File: src/rtl/lirq_pkg.sv
package lirq_pkg;
  localparam int NumChan  = 2;
  localparam int GiePos   = 3 * NumChan;
  localparam int EdgeBase = GiePos + 2;
  localparam int ClrBase  = EdgeBase + NumChan;
  localparam int RegW     = ClrBase + NumChan;

  typedef struct packed {
    logic [NumChan-1:0] en;
    logic [NumChan-1:0] pol;
    logic [NumChan-1:0] edgeSel;
    logic               gie;
  } cfg_t;

  typedef struct packed {
    logic [NumChan-1:0] clr;
  } strobe_t;
endpackage

File: src/rtl/lirq_ctl.sv
module lirq_ctl
  import lirq_pkg::*;
(
  input  logic            clk,
  input  logic            rstN,
  input  logic            wrEn,
  input  logic [RegW-1:0] wrData,
  output cfg_t            cfg,
  output strobe_t         stb
);
  logic [NumChan-1:0] unusedStat;
  logic               unusedWr;

  always_ff @(posedge clk) begin
    if (!rstN) begin
      cfg <= '0;
    end else if (wrEn) begin
      for (int c = 0; c < NumChan; c++) begin
        cfg.en[c]      <= wrData[3*c];
        cfg.pol[c]     <= wrData[3*c+1];
        cfg.edgeSel[c] <= wrData[EdgeBase+c];
      end
      cfg.gie <= wrData[GiePos];
    end
  end

  // write-one clear strobes last exactly one cycle
  always_comb begin
    stb.clr = wrEn ? wrData[ClrBase +: NumChan] : '0;
  end

  always_comb begin
    for (int c = 0; c < NumChan; c++) unusedStat[c] = wrData[3*c+2];
  end
  assign unusedWr = ^{unusedStat, wrData[GiePos+1]};
endmodule

File: src/rtl/lirq_path.sv
module lirq_path
  import lirq_pkg::*;
#(
  parameter int SyncStages = 2
) (
  input  logic               clk,
  input  logic               rstN,
  input  logic [NumChan-1:0] irqIn,
  input  cfg_t               cfg,
  input  strobe_t            stb,
  output logic [NumChan-1:0] status
);
  logic [NumChan-1:0] edgeAct;
  logic [NumChan-1:0] rise;

  for (genvar c = 0; c < NumChan; c++) begin : g_chan
    logic [SyncStages-1:0] syncQ;
    logic                  prevQ;
    logic                  statusQ;
    logic                  syncd;

    assign syncd      = syncQ[SyncStages-1];
    assign edgeAct[c] = cfg.edgeSel[c] & cfg.pol[c] & cfg.en[c];
    assign rise[c]    = syncd & ~prevQ;

    always_ff @(posedge clk) begin
      if (!rstN) begin
        syncQ   <= '0;
        prevQ   <= 1'b0;
        statusQ <= 1'b0;
      end else begin
        syncQ <= {syncQ[SyncStages-2:0], irqIn[c]};
        prevQ <= syncd;
        if (edgeAct[c]) statusQ <= rise[c] | (statusQ & ~stb.clr[c]);
        else            statusQ <= cfg.en[c] & (syncd == cfg.pol[c]);
      end
    end

    assign status[c] = statusQ;

    assert_latch_hold_R6: assert property (@(posedge clk) disable iff (!rstN)
      (edgeAct[c] && statusQ && !stb.clr[c]) |=> statusQ);
    assert_edge_wins_R8: assert property (@(posedge clk) disable iff (!rstN)
      (edgeAct[c] && rise[c]) |=> statusQ);
    assert_disabled_low_R4: assert property (@(posedge clk) disable iff (!rstN)
      !cfg.en[c] |=> !statusQ);
  end
endmodule

File: src/rtl/local_irq_merge.sv
module local_irq_merge
  import lirq_pkg::*;
(
  input  logic            clk,
  input  logic            rstN,
  input  logic [1:0]      irqIn,
  input  logic            wrEn,
  input  logic [11:0]     wrData,
  output logic [11:0]     rdData,
  output logic            irqReqN
);
  cfg_t               cfg;
  strobe_t            stb;
  logic [NumChan-1:0] status;

  lirq_ctl u_ctl (
    .clk(clk), .rstN(rstN), .wrEn(wrEn), .wrData(wrData), .cfg(cfg), .stb(stb)
  );

  lirq_path #(.SyncStages(2)) u_path (
    .clk(clk), .rstN(rstN), .irqIn(irqIn), .cfg(cfg), .stb(stb), .status(status)
  );

  always_comb begin
    rdData = '0;
    for (int c = 0; c < NumChan; c++) begin
      rdData[3*c]          = cfg.en[c];
      rdData[3*c+1]        = cfg.pol[c];
      rdData[3*c+2]        = status[c];
      rdData[EdgeBase+c]   = cfg.edgeSel[c];
    end
    rdData[GiePos] = cfg.gie;
  end

  assign irqReqN = ~(cfg.gie & (|status));

  assert_req_active_R9: assert property (@(posedge clk) disable iff (!rstN)
    (rdData[GiePos] && (rdData[2] || rdData[5])) |-> !irqReqN);
  assert_req_masked_R9: assert property (@(posedge clk) disable iff (!rstN)
    !rdData[GiePos] |-> irqReqN);
  assert_clr_reads_zero_R2: assert property (@(posedge clk) disable iff (!rstN)
    rdData[11:10] == 2'b00);
endmodule

File: config.mk
export PLATFORM = sky130hd
export DESIGN_NAME = local_irq_merge
export DESIGN_NICKNAME = d
export VERILOG_FILES = /design/src/rtl/lirq_pkg.sv /design/src/rtl/lirq_ctl.sv /design/src/rtl/lirq_path.sv /design/src/rtl/local_irq_merge.sv
export SDC_FILE = /design/constraint.sdc
export NUM_CORES = 1
export LEC_CHECK = 0
export BUFFER_PORTS_ARGS = -buffer_cell sky130_fd_sc_hd__buf_2
export CORE_AREA = 2 2 39 41
export CTS_BUF_LIST = sky130_fd_sc_hd__clkbuf_4 sky130_fd_sc_hd__clkbuf_8
export DETAILED_ROUTE_END_ITERATION = 12
export DIE_AREA = 0 0 41 43
export GPL_ROUTABILITY_DRIVEN = 0
export PLACE_DENSITY_LB_ADDON = 0.15
export SLEW_MARGIN = 20
export SYNTH_ARGS = -nofsm -noshare
export SYNTH_HDL_FRONTEND = slang
export SYNTH_HIERARCHICAL = 1
export SYNTH_SLANG_ARGS = --single-unit
export TNS_END_PERCENT = 1
File: constraint.sdc
create_clock -name clk -period 1.9 [get_ports clk]
set_clock_uncertainty 0.1 [all_clocks]
set_input_delay 0.38 -clock clk [delete_from_list [all_inputs] [get_ports clk]]
set_output_delay 0.38 -clock clk [all_outputs]
set_load 0.03 [all_outputs]
# Word-level counts from Yosys, hierarchy flattened

Cells that the tools add are included.

Equal/unequal tests: 2
Mux-type cells: 3
Bitwise logic cells: 18
Reductions and logical operators: 1

Operator list:

| kind                | number |
|---|---|
| bitwise AND 1 bit   | 11 |
| NOT 1 bit           | 5 |
| equality test 1 bit | 2 |
| two-way mux 1 bit   | 2 |
| two-way mux 2 bit   | 1 |
| bitwise OR 1 bit    | 2 |
| OR reduction 2 bit  | 1 |

Register bits after elaboration: 15
Output and inout bits: 13
Word-level logic and storage cells: 34

# Longest topological paths before layout

Word-level depth: 5
Mapped depth: 4

# Hierarchy

Netlist, hierarchy kept.

By module, submodules not included:

| module          | times used | cells an instance | area an instance (um^2) | seq. area each (um^2) |
|---|---|---|---|---|
| lirq_path       | 1          | 26                | 305.3                   | 160.2 |
| lirq_ctl        | 1          | 24                | 280.3                   | 140.1 |
| local_irq_merge | 1          | 5                 | 31.3                    | 0.0 |

# Worst setup path before layout

Ideal clock, no wire load.

Path type: register -> output
Start: reg u_path.g_chan[1].statusQ
End: out irqReqN
Arrival time: 924 ps
Slack: 496 ps
Cell stages (with the launch flop): 3
Path buffers: 1
Cell sequence: dfxtp_1 > buf_4 > o21ai_1

Longest elaborated chain between the ends: 3

RTL lines:

| item                     | RTL line              | text |
|---|---|---|
| start: declaration       | lirq_path.sv:19       | `logic statusQ;` |
| start signal: assignment | lirq_path.sv:34       | `if (edgeAct[c]) statusQ <= rise[c] \| (statusQ & ~stb.clr[c]);` |
| start signal: assignment | lirq_path.sv:35       | `else statusQ <= cfg.en[c] & (syncd == cfg.pol[c]);` |
| OR reduction 2 bit       | local_irq_merge.sv:35 | `assign irqReqN = ~(cfg.gie & (\|status));` |
| bitwise AND 1 bit        | local_irq_merge.sv:35 |  |
| NOT 1 bit                | local_irq_merge.sv:35 |  |
| end: declaration         | local_irq_merge.sv:10 | `output logic irqReqN` |

Every way passes these cells.

# Final worst setup path

Same ends and word-level chain as after synthesis.

==> results.cfg <==
[status]
status = completed

[power_and_ir_drop]
p_comb_share_pct = 14.2
clkPwrFrac_pct = 30.6
switching_share_pct = 25.2
leakagePower_nw = 0.353
cellPowerDensity_nw_per_um2 = 833
p_int_mw = 0.462
peakVddDrop_mv = 0.443
p_sw_mw = 0.155
p_seq_share_pct = 55.2

[clock_tree]
cts_buffers = 3
cts_resized = 0
cts_root_buf = clkbuf_4
cts_buffer_depth = 2
cts_htree_levels = 1
cts.clk_slew.worst_paths_ns = 0.09
clk_latency_ns = 0.27
post_cts_buffers = 0
cts.sinks = 15
cts_tree = built
cts-hold-fix-buffers = 0

[layout]
drive_above_1_share_pct = 44.9
layout.nets = 96
fillCellCount = 137
antenna_cells = 0
post-route-cell-area_um2 = 741
layout_common_cells = buf_2, dfxtp_1, mux2i_1, nor2b_1
area_growth_pct = 20.1
fin_cells = 94
seqCellArea_um2 = 300
final_util_pct = 53.5
final_common_cell = buf_2
multi_input_area_um2 = 275

[grt]
grt_overflow = 0
grt_pass1_wl_um = 1540
antenna_found_initial = 0
grt_pass1_vias = 399
grt_max_degree = 16
grt_use_total_pct = 13.1

[route]
dr_total_vias = 432
detail_route.vias_per_cell = 4.60
drc_errors = 0
route.final.wire_length_um = 971
postRouteAntennaNets = 0
wl_per_cell_um = 10.3
dr.pass1.iters = 2
drt_iter0_markers = 2

[sta]
setup_ws_ns = 0.502
clock.fmax_mhz = 716
timing.final.crit_share_pct = 73.6
hold_viol = 0
setup_viol = 0
slew_viol_final = 0
tns_ns = 0
fin_crit_ns = 1.40
rsz0062_at_grt = false

[floorplan]
die_w_um = 41
core_um2 = 1380
die_h_um = 43
start_util_pct = 44.6
floorplan.rows = 14
ios = 30
dieArea_um2 = 1760

[worst_setup_path]
critical_path_class = flop to output port
cp-startpoint = u_path/g_chan[1].statusQ
worst-path-max-fanout = 3
reg2reg_from = u_path/g_chan[1].syncQ[1]
cp.arrival_ns = 0.92
worst_ep_required_time_ns = 1.42
startpoint_type = flop
end_kind = output port

[yosys]
synthSimpleGateAreaFrac_pct = 22.5
synth_top_family_by_area = simple AND/OR/NAND/NOR gates
synth-xor-area-share_pct = 0
yosys_warnings = 6
synth_fa_ha_area_share_pct = 0
synth_compound_area_share_pct = 8.92
synthMuxAreaShare_pct = 11.4
ys_seq_area_share_pct = 48.7
netlist_area_um2 = 617
syn_inst = 55
syn_avg_cell_area_um2 = 11.2
ys_seq_elements = 15
synth.distinct_cells = 14

[placed_design]
place_area_um2 = 711
io_buffers = 23
place_inst = 90
hpwl_um = 685
dp_slack_ns = 0.531

[flow_run]
max_cap_violations = 0

[worst_hold_path]
hp-class = input port to flop
min-delay-start = irqIn[1]
==> critical path, stage by stage, from the launching register on <==
cell     delay (ns)
dfxtp_1        0.33
o21ai_1        0.12
buf_2          0.20
==> worst paths after layout <==
path / to / slack (ns) / cells past startpoint
max: irqReqN / 0.50 / 2
min: u_path/g_chan[1].syncQ[0] / 0.21 / 2
max reg2reg: u_path/g_chan[1].statusQ / 0.95 / 2
min reg2reg: u_path/g_chan[0].syncQ[1] / 0.34 / 1
==> cell type report <==
| class | instances | share of cell area [%] |
|---|---|---|
| clock buffer | 4 | 4.05 |
| multi-input combinational | 36 | 37.2 |
| sequential | 15 | 40.5 |
| tap | 16 | 2.70 |
| timing repair buffer | 23 | 15.5 |
==> metrics by stage <==
stage	total power [mW]	hold slack [ns]
floorplan	0.414	0.306
global placement	0.434	0.308
detailed placement	0.436	0.317
CTS	0.627	0.197
global route	0.651	0.205
finish	0.617	0.206
==> per-layer routing <==
metal / track usage, % / part of all wire, %
met3: 3.14 / 7.6
met5: 0 / 0
met4: 8.00 / 0.93
met2: 19.1 / 42
met1: 16.6 / 49
==> cells by family after synthesis <==
logic type,Yosys count
AOI/OAI and AO/OA,5
buffers and inverters,6
DFF,15
muxes,7
other,1
and+or+nand+nor,21
==> power by group through the flow <==
stage	clock, mW	combinational (mW)	sequential, mW
2_1_floorplan	0	0.0510	0.363
3_3_place_gp	0	0.0870	0.347
3_5_place_dp	0	0.0883	0.348
4_1_cts	0.197	0.0886	0.341
5_1_grt	0.212	0.0963	0.343
6_report	0.189	0.0876	0.341
==> Yosys cell counts (all sizes together) <==
cell / n / area share [%]
dfxtp: 15 / 49
nor2b: 9 / 9.9
and2: 8 / 8.9
mux2i: 7 / 11
buf: 6 / 7.9
a21bo: 2 / 3.2
a311oi: 2 / 4.9
nand2: 2 / 1.2
nand3b: 2 / 2.4
conb: 1 / 0.61
o21ai: 1 / 0.81
==> registers in the layout, indices dropped and copies added (netlist names) <==
name / count
u_path/g_chan.syncQ: 4
u_path/g_chan.statusQ: 2
u_path/g_chan.prevQ: 2
u_ctl/cfg: 7
(Power assumes the default switching activity.)
